### config.mk
export PLATFORM = sky130hd
export DESIGN_NAME = byte_dma
export DESIGN_NICKNAME = d
export VERILOG_FILES = /design/src/rtl/byte_dma.sv
export SDC_FILE = /design/constraint.sdc
export NUM_CORES = 1
export LEC_CHECK = 0
export BUFFER_PORTS_ARGS = -buffer_cell sky130_fd_sc_hd__buf_2
export CAP_MARGIN = 20
export CELL_PAD_IN_SITES_DETAIL_PLACEMENT = 1
export CELL_PAD_IN_SITES_GLOBAL_PLACEMENT = 2
export CORE_AREA = 2 2 171 257
export DETAILED_ROUTE_END_ITERATION = 10
export DIE_AREA = 0 0 173 259
export GPL_TIMING_DRIVEN = 1
export PLACE_DENSITY = 0.87
export SLEW_MARGIN = 20
export SYNTH_ARGS = -nofsm -noshare
export SYNTH_HDL_FRONTEND = slang
export SYNTH_SLANG_ARGS = --single-unit
### constraint.sdc
create_clock -name clk -period 4.9 [get_ports clk]
set_input_delay 0.245 -clock clk [delete_from_list [all_inputs] [get_ports clk]]
set_output_delay 0.245 -clock clk [all_outputs]
set_load 0.03 [all_outputs]
### src/rtl/byte_dma.sv
module byte_dma #(
  parameter int CNT_W = 16,
  parameter int DEPTH = 32
) (
  input  logic             clk,
  input  logic             rst_n,
  input  logic             cfg_we,
  input  logic             cfg_dir,
  input  logic             cfg_fast,
  input  logic [CNT_W-1:0] cfg_count,
  input  logic             per_req,
  input  logic [7:0]       per_din,
  output logic             per_ack,
  output logic [7:0]       per_dout,
  output logic             mem_req,
  output logic             mem_we,
  output logic [1:0]       mem_be,
  output logic [15:0]      mem_wdata,
  input  logic             mem_gnt,
  input  logic [15:0]      mem_rdata,
  output logic             busy,
  output logic             done,
  output logic             irq
);
  localparam int AW = $clog2(DEPTH);
  localparam logic [AW:0] FULL = (AW+1)'(DEPTH);
  localparam logic [AW:0] ONE = (AW+1)'(1);
  localparam logic [AW:0] TWO = (AW+1)'(2);

  logic active_q, out_q, fast_q, done_q, irq_q, pend_q, req_q, ack_q;
  logic [CNT_W-1:0] per_rem, mem_rem;
  logic [7:0] fifo [DEPTH];
  logic [AW-1:0] wp, rp;
  logic [AW:0] cnt;
  logic [7:0] dout_q;

  logic last_half, rise, per_can, per_fire, mem_fire, finish;
  logic [AW-1:0] wp1, rp1;
  logic [AW:0] need, free_n, push_n, pop_n;

  assign wp1       = wp + AW'(1);
  assign rp1       = rp + AW'(1);
  assign last_half = (mem_rem == CNT_W'(1));
  assign need      = last_half ? ONE : TWO;
  assign free_n    = FULL - cnt;
  assign rise      = per_req && !req_q;

  assign mem_req  = active_q && (mem_rem != '0) && (out_q ? (free_n >= need) : (cnt >= need));
  assign mem_fire = mem_req && mem_gnt;
  assign per_can  = active_q && (per_rem != '0) && (out_q ? (cnt != '0) : (cnt != FULL));
  assign per_fire = per_can && (fast_q ? (per_req && !ack_q) : (pend_q || rise));
  assign finish   = active_q && (per_rem == '0) && (mem_rem == '0);

  assign push_n = out_q ? (mem_fire ? need : '0) : (per_fire ? ONE : '0);
  assign pop_n  = out_q ? (per_fire ? ONE : '0) : (mem_fire ? need : '0);

  assign mem_wdata = {fifo[rp], last_half ? 8'h00 : fifo[rp1]};
  assign mem_be    = last_half ? 2'b10 : 2'b11;
  assign mem_we    = !out_q;
  assign per_ack   = ack_q;
  assign per_dout  = dout_q;
  assign busy      = active_q;
  assign done      = done_q;
  assign irq       = irq_q;

  always_ff @(posedge clk) begin
    if (per_fire && !out_q) fifo[wp] <= per_din;
    if (mem_fire && out_q) begin
      fifo[wp] <= mem_rdata[15:8];
      if (!last_half) fifo[wp1] <= mem_rdata[7:0];
    end
  end

  always_ff @(posedge clk or negedge rst_n) begin
    if (!rst_n) begin
      active_q <= 1'b0; out_q <= 1'b0; fast_q <= 1'b0;
      done_q <= 1'b0; irq_q <= 1'b0; pend_q <= 1'b0;
      req_q <= 1'b0; ack_q <= 1'b0; dout_q <= 8'h00;
      per_rem <= '0; mem_rem <= '0;
      wp <= '0; rp <= '0; cnt <= '0;
    end else begin
      req_q <= per_req;
      if (cfg_we) begin
        active_q <= 1'b1; out_q <= cfg_dir; fast_q <= cfg_fast;
        per_rem <= cfg_count; mem_rem <= cfg_count;
        wp <= '0; rp <= '0; cnt <= '0;
        done_q <= 1'b0; irq_q <= 1'b0; pend_q <= 1'b0; ack_q <= 1'b0;
      end else begin
        wp <= wp + AW'(push_n);
        rp <= rp + AW'(pop_n);
        cnt <= cnt + push_n - pop_n;
        per_rem <= per_rem - CNT_W'(per_fire);
        mem_rem <= mem_rem - (mem_fire ? CNT_W'(need) : '0);
        ack_q <= fast_q && per_fire;
        pend_q <= !fast_q && active_q && (pend_q || rise) && !per_fire;
        if (per_fire && out_q) dout_q <= fifo[rp];
        irq_q <= finish;
        if (finish) begin
          active_q <= 1'b0;
          done_q <= 1'b1;
        end
      end
    end
  end


  fifo_bound_chk: assert property (@(posedge clk) disable iff (!rst_n)
    cnt <= FULL);


  ack_fast_only_chk: assert property (@(posedge clk) disable iff (!rst_n)
    per_ack |-> fast_q);


  ack_single_chk: assert property (@(posedge clk) disable iff (!rst_n)
    per_ack |=> !per_ack);


  mem_hold_chk: assert property (@(posedge clk) disable iff (!rst_n)
    (mem_req && !mem_gnt && !cfg_we && out_q == 1'b0) |=>
      (mem_req && $stable(mem_wdata) && $stable(mem_be) && $stable(mem_we)));


  irq_pulse_chk: assert property (@(posedge clk) disable iff (!rst_n)
    irq |=> !irq);


  done_drained_chk: assert property (@(posedge clk) disable iff (!rst_n)
    done |-> (cnt == '0 && !mem_req && !busy));
endmodule

======== Yosys cells after proc, flatten, opt, wreduce, memory -nomap -nowiden ========
Memories as Yosys holds them, arrays and structs flattened.
Cells that the tools add are included.
Widths: inputs -> output; s select.
operators by class
  add/subtract/negate cells ............... 9
  order comparisons ....................... 2
  equal/unequal tests ..................... 2
  multiplexer cells ....................... 31
  bitwise operators ....................... 2
  reductions and logical operators ........ 30
operators with widths
  cell                 count
  $logic_not 16->1     2
  $mux 16              2
  $reduce_bool 16->1   2
  $mux 1               19
  $logic_and 1x1->1    17
  $eq 16x1->1 const B  1
  $mux 8               2
  $sub 16x1->16        1
  $sub 16x2->16        1
  $ge 6x2->1           2
  $mux 6               2
  $add 5x1->5 const B  2
  $mux 5               2
  $mux 2               4
  $add 6x6->6          1
  $ne 6x6->1 const B   1
  $reduce_bool 6->1    1
  $sub 6x2->6          1
  $sub 6x6->6 const A  1
  $add 5x2->5          1
  $add 5x5->5          1
  $logic_not 1->1      5
  $reduce_and 2->1     1
  $reduce_bool 2->1    1
  other kinds (3)      3
word-level totals
  register bits after elaboration ......... 64
  memory bits (writable) .................. 256
  output and inout port bits .............. 32
  word-level logic and storage cells ...... 91
  memories ................................ 1
memories
  memory  depth  width  read ports  clocked after Yosys merged registers in  wr ports  line  RTL
  fifo    32     8      2           0                                        2         32    logic [7:0] fifo [DEPTH];

======== Logic depth before layout (Yosys ltp) ========
Gate-level depths: netlist of the first run.
  depth after elaboration ................. 11
  gate-level depth with buffers ........... 17

======== Worst setup path after synthesis of the first run ========
Ideal clock, no wire load.
  path type ............................... register -> register
  from .................................... register mem_rem[5]
  to ...................................... register cnt[4]
  library setup time ...................... 0.078 ns
  arrival time ............................ 3.800 ns
  slack ................................... 1.021 ns
  stages on the path, launching flop included .. 16
  period minus slack after synthesis ...... 3.879 ns
  path through ............................ dfrtp_1 -> or4_4 -> buf_6 -> or4_1 -> clkbuf_1 -> nor2_1 -> a21o_1 -> inv_1 -> ha_1 -> inv_1 -> ha_1 -> fa_1 -> a21oi_1 -> nor2_1 -> or3_1 -> a21oi_1
on the way
  word-level cells in the longest chain between the ends .. 11
  elaborated cells between the ends (all ways) .. 15
  classes of those cells .................. 2 x add/sub; 2 x order compare; 1 x eq/ne; 6 x mux; 4 x reduce/logical
ends and longest elaborated chain
  item                    line    RTL
  start, declared         31      logic [CNT_W-1:0] per_rem, mem_rem;
  start signal, assigned  85      per_rem <= cfg_count; mem_rem <= cfg_count;
  start signal, assigned  93      mem_rem <= mem_rem - (mem_fire ? CNT_W'(need) : '0);
  $eq 16x1->1             43      assign last_half = (mem_rem == CNT_W'(1));
  $mux 2                  44      assign need = last_half ? ONE : TWO;
  $ge 6x2->1              48      assign mem_req = active_q && (mem_rem != '0) && (out_q ? (free_n >= need) : (cnt >= need));
  $mux 1                  48
  $logic_and 1x1->1       48
  $logic_and 1x1->1       49      assign mem_fire = mem_req && mem_gnt;
  $mux 2 (*)              54, 55
  $mux 6                  54      assign push_n = out_q ? (mem_fire ? need : '0) : (per_fire ? ONE : '0);
  $add 6x6->6             91      cnt <= cnt + push_n - pop_n;
  $sub 6x2->6 (*)         91
  $mux 6 (*)              83      if (cfg_we) begin
  end signal, assigned    91
  end, declared           34      logic [AW:0] cnt;
Mark *: on every way between the ends. The rest lies on a longest branch, timed or not.
A chain may end at the register's enable or synchronous reset.

======== Worst setup path after layout of the first run ========
  from .................................... register rp[1]
  to ...................................... output port mem_wdata[1]
on the way
  word-level cells in the longest chain between the ends .. 3
ends and longest elaborated chain
  item                    line  RTL
  start, declared         33    logic [AW-1:0] wp, rp;
  start signal, assigned  90    rp <= rp + AW'(pop_n);
  $add 5x1->5             42    assign rp1 = rp + AW'(1);
  $mem_v2 32x8            n/a
  $mux 8                  57    assign mem_wdata = {fifo[rp], last_half ? 8'h00 : fifo[rp1]};
  end, declared           18    output logic [15:0] mem_wdata,
No other way between the ends.

==> impl_metrics.tcl, run 1 <==
set metrics [dict create \
    status "complete, no violations" \
    start_kind "register" \
    synth_area_leaders "edfxtp_1 (40%), mux2_2 (16%), mux4_2 (13%)" \
    drive_gt1_frac 0.415 \
    fin_worst_hold_slack_ps 108 \
    start_util 0.454 \
    synth.largest_area_cell "edfxtp_1" \
    worstHoldPathType "in2reg" \
    worst_slack_ps 618 \
    synth_cell_type_count 58 \
    rows 93 \
    syn_to_final_growth_pct 11.5 \
    wire_per_inst_um 29.1 \
    grt_pass1_wl_mm 88.2 \
    rsz0062_at_grt "false" \
    pwr-share-comb 0.325 \
    fin_crit_ps 4280 \
    track_usage 0.263 \
    pre_cts_ws_ps 906 \
    insertion_delay_ps 600 \
    fin_nets 1497 \
    antenna_found_initial 3 \
    root_buffer "clkbuf_16" \
    final_cells 2021 \
    p_clk_frac 0.302 \
    drc 0 \
    dieHeight_um 259 \
    finalSetupViolations 0 \
    fmax_ghz 0.234 \
    syn_inst 1360 \
    ys_warn_count 0 \
    synthTopCellsByCount "mux2_2 (270), edfxtp_1 (256), mux4_2 (112), nor2_1 (78), mux2i_1 (72)" \
    h-tree-depth 1 \
    grt_pass1_vias 13800 \
    maxCapViolCount 0 \
    p_per_area_nw_per_um2 409 \
    routed_wl_mm 58.7 \
    synth-async-reset-ratio 0.200 \
    synth_most_common_cell "mux2_2" \
    worst-path-max-fanout 29 \
    vdd.ir_drop.worst_mv 0.330 \
    cts_buffer_depth 3 \
    fin_crit_sh 0.874 \
    clock_skew_ps 11.1 \
    place_inst 1942 \
    synth-seq-cells 320 \
    fin_area_sq_um 21500 \
    drtAntennaViolNets 0 \
    overflow 0 \
    cts_inserted_buffers 31 \
    p_sw_mw 2.85 \
    die_area_sq_um 44800 \
    place_hpwl_mm 41.5 \
    syn_area_sq_um 19300 \
    place_congestion 0.908 \
    finalHoldViolations 0 \
    grt_max_degree 65 \
    syn_area_per_cell_sq_um 14.2 \
    p_seq_frac 0.372 \
    synth_edf_count 256 \
    cts_num_sinks 320 \
    postSynthNetCount 1432 \
    die_w_um 173 \
    cts_tree "yes" \
    crit_type "reg2out" \
    worstPathArrival_ps 4040 \
    intPower_mw 5.96 \
    routed_via_density 6.25 \
    power_mw 8.81 \
    drt_iter0_drc 1011 \
    drv_slew 0 \
    yosysSeqAreaShare 0.480 \
    crit_required_ps 4660 \
    design.core.area_sq_um 42600 \
    io_buffers 77 \
    dpl_cell_area_sq_um 20200 \
    sw_frac_of_total 0.324 \
    dr.pass1.iters 5 \
    ctsResizeCount 0 \
    tightest_slew_ps 1140 \
    crit_path_end_kind "output port" \
    p_leak_nw 7.47 \
    yosysTopAreaCellShare 0.398 \
    via_count 12600 \
    tns_ps 0 \
    final_util 0.506 \
    synth_flop_cell "edfxtp_1" \
    slew_headroom 0.237 \
    path_clk_slew_ps 70 \
    design.portCount 79 \
]
power groups by stage:
stage	registers, mW	logic, mW	clock network, mW
after floorplan	3.31	2.02	0
after global placement	3.32	2.75	0
after detailed placement	3.34	2.82	0
after CTS	3.28	2.86	2.69
after global routing	3.30	3.05	2.79
final	3.28	2.87	2.66
kinds of logic (layout without fill, tap and decap cells):
| kind of cell | after synthesis | after routing | share of synthesized area |
|---|---|---|---|
| multiplexers | 478 | 478 | 0.344 |
| flip-flops | 320 | 320 | 0.480 |
| AND/OR/NAND/NOR | 246 | 246 | 0.0641 |
| buffers and inverters | 138 | 228 | 0.0373 |
| AO/OA/AOI/OAI | 112 | 112 | 0.0384 |
| XOR/XNOR | 40 | 40 | 0.0181 |
| adder cells (fa/ha/maj) | 25 | 25 | 0.0177 |
| other | 1 | 2 | 0.000194 |
what timing repair did:
item	CTS	global route
endpoints found under the hold margin	99	0
hold buffers	20	0
buffers inserted	0	0
cell usage in the layout, fill, tap and decap left out, types with 5 or more instances in the layout:
cell           Yosys  final
mux2_2           270    270
edfxtp_1         256    256
mux4_2           112    112
nor2_1            78     78
buf_2              3     76
mux2i_1           72     72
dfrtp_1           64     62
buf_4              1     48
a22oi_1           40     40
nand2_1           34     34
nand3_1           31     31
clkbuf_16          0     31
a21oi_1           28     28
xor2_1            25     25
nor3_1            27     25
mux2_4            24     24
inv_1             22     22
ha_1              21     20
dlygate4sd3_1      0     20
nor2b_1           14     14
xnor2_1           15     14
o22ai_1           12     12
nand4_1           10     10
o21ai_0            9      9
nor4_1             8      8
nand2b_1           8      8
or4_1              7      7
bufinv_16          0      7
clkbuf_1          66      6
or3_1              5      5
a21o_1             5      5
or2_2              5      5
clkinv_2           0      5
metal layers:
metal	GRT usage	share of wire	vias up
li1	-	-	5442
met1	0.293	0.36	6595
met2	0.482	0.53	460
met3	0.0401	0.053	140
met4	0.138	0.056	4
met5	0	0.00044	-
critical path, stage by stage, from the launching register on:
cell and delay, ps:
dfrtp_4 700, ha_4 730, buf_12 280, mux4_2 570, mux4_2 570, mux2i_1 230
nor2_1 120, buf_2 190
state kept, by name, indices dropped and copies added (netlist names):
name / count
busy: 1
cnt: 6
done: 1
fast_q: 1
fifo: 256
irq: 1
mem_rem: 16
out_q: 1
pend_q: 1
per_ack: 1
per_dout: 8
per_rem: 16
req_q: 1
rp: 5
wp: 5
cell type report:
type | instances | area (sq um)
Tap cell | 570 | 713
Fill cell | 4225 | 21000
Clock inverter | 18 | 273
Sequential cell | 320 | 9300
Multi-Input combinational cell | 902 | 9350
Inverter | 24 | 90.1
Timing Repair Buffer | 146 | 981
Clock buffer | 40 | 840
Antenna cell | 1 | 2.50
path summary, 6_finish.rpt:
path,start,to,slack (ps),cells after the start
max reg2reg,mem_rem[8],cnt[4],870,14
max,rp[1],mem_wdata[1],620,7
max in group asynchronous,rst_n,rp[1],3890,2
min reg2reg,done,done,480,1
min,cfg_we,wp[2],110,2
min in group asynchronous,rst_n,per_rem[7],320,2
(Power assumes the default switching activity.)
==> run 2: changes to the inputs <==
ABC_AREA = 1   (was not set)
CORE_AREA = 2 2 195 293   (was 2 2 171 257)
DIE_AREA = 0 0 197 295   (was 0 0 173 259)
PLACE_DENSITY = 0.88   (was 0.87)
clock period = 4.71 ns   (was 4.9 ns; I/O delays follow)
==> run 2 against run 1 <==
  * The run now ends with hold timing left
  * Sequential share of layout area fell by 2.9 points
  * Setup slack got worse by 210 ps
  * Area after synthesis rose by 8.5%
  * First-iteration DRC count rose by 72%
==> impl_metrics.tcl, run 2 <==
set metrics [dict create \
    fin_crit_sh 0.912 \
    synth_cell_type_count 45 \
    start_kind "register" \
    grt_max_degree 140 \
    finalHoldViolations 2 \
    place_congestion 0.965 \
    worstHoldPathType "in2reg" \
    fin_worst_hold_slack_ps -8.66 \
    met1_length_mm 31.2 \
    cts_inserted_buffers 36 \
    largest-register "fifo" \
    die_w_um 197 \
    antenna_found_initial 0 \
    route.met2.wl_mm 44.7 \
    start_util 0.378 \
    io_buffers 77 \
    slew_headroom 0.162 \
    synth_top_family_by_area "simple AND/OR/NAND/NOR gates" \
    yosysSeqAreaShare 0.443 \
    maxCapViolCount 0 \
    tns_ps 0 \
    timing.hold.worst.start "cfg_count[4]" \
    design.core.area_sq_um 55400 \
    cts_num_sinks 320 \
    track_usage 0.300 \
    synth_edf_count 256 \
    clock_skew_ps 25.9 \
    h-tree-depth 2 \
    rsz0062_at_grt "false" \
    synth.largest_area_cell "edfxtp_1" \
    syn_to_final_growth_pct 10.1 \
    synthMuxAreaShare 0 \
    ys_warn_count 0 \
    insertion_delay_ps 550 \
    grt_pass1_vias 21000 \
    crit_required_ps 4470 \
    dr.pass1.iters 6 \
    postSynthNetCount 2816 \
    overflow 0 \
    vdd.ir_drop.worst_mv 0.310 \
    dr_wl_met3_mm 4.52 \
    top_regs "fifo: 256 flops, mem_rem: 16 flops, per_rem: 16 flops" \
    crit_path_end_kind "output port" \
    synth_compound_area_frac 0.141 \
    dieHeight_um 295 \
    cts_tree "yes" \
    largest_reg_flops 256 \
    fin_nets 2800 \
    num_antenna_cells 0 \
    drv_slew 0 \
    path_clk_slew_ps 60 \
    drt_iter0_drc 1739 \
    die_area_sq_um 58100 \
    finalSetupViolations 0 \
    dpl_cell_area_sq_um 21800 \
    synthXorXnorAreaFrac 0.00668 \
    drtAntennaViolNets 0 \
    design.portCount 79 \
    worst-path-max-fanout 18 \
    p_per_area_nw_per_um2 473 \
    synth-async-reset-ratio 0.200 \
    yosysTopAreaCellShare 0.367 \
    routed_wl_mm 87.2 \
    syn_area_sq_um 21000 \
    critical_path.startpoint "rp[2]" \
    synth_most_common_cell "nand2_1" \
    holdPathStages 3 \
    cts_buffer_depth 3 \
    synth_area_leaders "edfxtp_1 (37%), nand2_1 (15%), nand3_1 (9.5%)" \
    synth_flop_cell "edfxtp_1" \
    final_common_cell "nand2_1" \
    final_cell_mix "nand2_1 (843), nand3_1 (398), edfxtp_1 (256)" \
    syn_area_per_cell_sq_um 7.64 \
    tightest_slew_ps 1260 \
    via_count 20400 \
    grt_pass1_wl_mm 129 \
    worst_slack_ps 412 \
    pre_cts_ws_ps 911 \
    synth-seq-cells 320 \
    drive_gt1_frac 0.0868 \
    root_buffer "clkbuf_16" \
    fmax_ghz 0.233 \
    wire_per_inst_um 25.2 \
    status "finished with violations" \
    fin_area_sq_um 23100 \
    p_leak_nw 9.72 \
    fin_crit_ps 4300 \
    routed_via_density 5.91 \
    worstPathArrival_ps 4060 \
    rows 106 \
    place_hpwl_mm 58.3 \
    r2r-start "cnt[0]" \
    dr.max_layer_used "met4" \
    yosys.area_share.simple 0.311 \
    syn_inst 2744 \
    synthTopCellsByCount "nand2_1 (843), nand3_1 (398), edfxtp_1 (256), o21ai_0 (237), inv_1 (196)" \
    crit_type "reg2out" \
    failed_checks "hold timing" \
    reg2regPathDepth 24 \
    ctsResizeCount 0 \
    synth_fa_ha_area_frac 0.0163 \
    drc 0 \
]
run 2: critical path: stages (launching register included):
cell      delay, ps
dfrtp_1         680
nand2_1         160
clkinv_1         70
buf_4           260
nand2_1         100
xor2_1          660
inv_1           340
nand2_1         210
a31oi_1         100
nor3_1          620
buf_2           320
run 2: report_power, final:
group | internal, mW | switching (mW) | total [mW]
clock network | 1.66 | 1.20 | 2.85
logic | 1.18 | 3.42 | 4.59
registers | 3.33 | 0.154 | 3.48
total | 6.16 | 4.77 | 10.9
run 2: worst paths after layout:
check,end,slack [ps]
min reg2reg,per_dout[0],480
max,mem_wdata[0],410
max reg2reg,cnt[4],940
min,mem_rem[4],-9
min in group asynchronous,per_rem[11],110
max in group asynchronous,rp[0],3540
run 2: metal layers:
layer / vias to the layer above / global-route usage
li1: 9319 / -
met2: 768 / 0.547
met3: 302 / 0.0309
met5: - / 0
met1: 10000 / 0.324
met4: 0 / 0.209
run 2: area by class of cell:
cell class / count / area (sq um)
Fill cell: 6812 / 32400
Multi-Input combinational cell: 2021 / 9990
Sequential cell: 320 / 9290
Clock buffer: 47 / 993
Timing Repair Buffer: 145 / 993
Tap cell: 702 / 878
Inverter: 204 / 769
Clock inverter: 18 / 171
run 2: logic make-up (layout without fill, tap and decap cells):
family | count (synthesis) | count (layout)
simple gates | 1449 | 1449
compound gates | 530 | 530
buf+inv | 403 | 414
flops | 320 | 320
fa+ha+maj | 25 | 25
xor+xnor | 16 | 16
other cells | 1 | 1
run 2: through the flow:
stage / power, mW / util / cells
2_1_floorplan: 6.29 / - / 2744
3_3_place_gp: 7.91 / 0.393 / 3379
6_report: 10.9 / 0.416 / 3457
3_5_place_dp: 8.03 / 0.393 / 3379
4_1_cts: 10.9 / 0.416 / 3457
5_1_grt: 11.4 / 0.416 / 3457
run 2: repair_timing:
| item | CTS | global route |
|---|---|---|
| setup buffers | 0 | 0 |
| hold buffers | 13 | 0 |
| endpoints found under the hold margin | 35 | 0 |
==> run 3: changes to the inputs <==
CELL_PAD_IN_SITES_DETAIL_PLACEMENT = not set   (was 1)
CELL_PAD_IN_SITES_GLOBAL_PLACEMENT = not set   (was 2)
CORE_AREA = 2 2 268 270   (was 2 2 195 293)
DIE_AREA = 0 0 270 272   (was 0 0 197 295)
PLACE_DENSITY = 0.51   (was 0.88)
==> run 3 against run 2 <==
  * The flow now finishes without violations
  * Sequential power about the same
  * Critical endpoint is now mem_wdata[12]
  * Wire length shrank 6.3%
  * Non-clock buffer count down 7
  * First-iteration DRC count grew 35%
  * Sequential share of layout area down 0.84 points
  * Via count decreased by 1.6%
  * Final area up 2.1%
  * Power rose by 2.3%
  * Hold slack gained 250 ps
  * Die area grew 26%
  * Final cell count rose by 7.3%
  * Clock power up 18%
==> impl_metrics.tcl, run 3 (synthesized netlist as in run 2, its figures left out) <==
set metrics [dict create \
    clock_skew_ps 13.5 \
    root_buffer "clkbuf_16" \
    cp_slowest_cell "inv_1" \
    routed_via_density 5.42 \
    drtAntennaViolNets 0 \
    reg2reg_slack_ps 1040 \
    worst-path-max-fanout 33 \
    top_regs "fifo: 256 flops, mem_rem: 16 flops, per_rem: 16 flops" \
    cts_tree "yes" \
    dr.pass1.iters 5 \
    drive_gt1_frac 0.0855 \
    drc 0 \
    p_leak_nw 9.79 \
    p_per_area_nw_per_um2 474 \
    via_count 20100 \
    path_cells "inv_1 -> buf_4 -> buf_4 -> a21oi_1 -> o21ai_0 -> nand2_1 -> nand2_1 -> nand3_1 -> o21ai_0 -> inv_1 -> buf_2" \
    cts_num_sinks 320 \
    cts_buffer_depth 3 \
    largest_reg_flops 256 \
    place_congestion 0.970 \
    fin_nets 2799 \
    fill_cells 7416 \
    crit_path_end_kind "output port" \
    design.core.area_sq_um 70800 \
    overflow 0 \
    tightest_slew_ps 1200 \
    final_cell_mix "nand2_1 (842), nand3_1 (398), edfxtp_1 (256)" \
    dieHeight_um 272 \
    fmax_ghz 0.235 \
    cpPeakStageDelay_ps 840 \
    power_mw 11.2 \
    crit_type "reg2out" \
    io_buffers 77 \
    worstPathArrival_ps 4010 \
    status "complete, no violations" \
    die_w_um 270 \
    finalHoldViolations 0 \
    tns_ps 0 \
    drt_iter0_drc 2351 \
    place_hpwl_mm 51.8 \
    largest-register "fifo" \
    met1_length_mm 35.0 \
    critPathTopFamily "buffers and inverters" \
    antenna_found_initial 1 \
    syn_to_final_growth_pct 12.4 \
    grt_pass1_vias 18800 \
    rows 98 \
    grt_max_degree 217 \
    insertion_delay_ps 590 \
    crit_required_ps 4470 \
    start_util 0.296 \
    cts_inserted_buffers 42 \
    drv_slew 0 \
    h-tree-depth 2 \
    slew_headroom 0.198 \
    wire_per_inst_um 22.0 \
    route.met2.wl_mm 37.3 \
    design.portCount 79 \
    finalSetupViolations 0 \
    die_area_sq_um 73400 \
    rsz0062_at_grt "false" \
    grt_pass1_wl_mm 121 \
    crit_buf_inv 5 \
    dr_wl_met3_mm 6.07 \
    start_kind "register" \
    final_common_cell "nand2_1" \
    maxCapViolCount 0 \
    dr.max_layer_used "met4" \
    path_clk_slew_ps 60 \
    seq_area_sq_um 9290 \
    vdd.ir_drop.worst_mv 0.255 \
    multi_input_comb_area_sq_um 9990 \
    fin_crit_sh 0.902 \
    routed_wl_mm 81.7 \
    fin_crit_ps 4250 \
    worstHoldPathType "in2reg" \
    track_usage 0.218 \
]
[run 3: changes by cell type in the layout (fill, tap and decap cells not counted), moves of 2 or more]
cell | before | now
buf_4 | 51 | 38
buf_12 | 5 | 3
clkbuf_1 | 7 | 9
clkbuf_16 | 37 | 43
clkinv_2 | 7 | 10
bufinv_16 | 3 | 5
dlygate4sd3_1 | 13 | 21
[run 3: area by class of cell]
class,instances,share of cell area
Antenna cell,1,0.000106
Clock buffer,56,0.0494
Clock inverter,21,0.00998
Inverter,204,0.0326
Multi-Input combinational cell,2021,0.424
Sequential cell,320,0.394
Tap cell,950,0.0504
Timing Repair Buffer,138,0.0397
[run 3: tightest hold or removal path, delay by kind of cell]
family,cells,cell delay (ps)
buf+inv,2,380
simple gates,1,150
[run 3: repair_timing]
item,4_1_cts,5_1_grt
hold buffers,21,0
hold endpoints to repair,99,0
endpoints found under the setup margin,0,0
setup buffers,0,0
resized for setup,0,0
[run 3: where the power goes]
part	internal, mW	switching [mW]
Combinational	1.14	3.19
Clock	2.01	1.36
Sequential	3.33	0.156
[run 3: layer usage]
| layer | track usage | vias up |
|---|---|---|
| li1 | - | 9340 |
| met3 | 0.0249 | 170 |
| met1 | 0.296 | 9673 |
| met4 | 0.0917 | 0 |
| met5 | 0 | - |
| met2 | 0.353 | 919 |
[run 3: through the flow]
step / cell area [sq um] / utilization / setup WS, ps / hold slack, ps / std cells
after detailed placement: 21900 / 0.310 / 1080 / 370 / 3611
after global routing: 23600 / 0.333 / 336 / 260 / 3711
after CTS: 23600 / 0.333 / 547 / 214 / 3709
after floorplan: 21000 / - / 1520 / -60.1 / 2744
final: 23600 / 0.333 / 462 / 242 / 3711
after global placement: 21900 / 0.310 / 1010 / 360 / 3611
[run 3: path summary, 6_finish.rpt]
path,startpoint,end,cells after the start
worst min-delay path,cfg_we,cnt[0],3
max in group asynchronous,rst_n,rp[0],2
min in group asynchronous,rst_n,per_rem[8],2
worst min register to register,per_dout[0],per_dout[0],2
worst max register to register,cnt[0],cnt[4],24
worst max-delay path,rp[1],mem_wdata[12],11
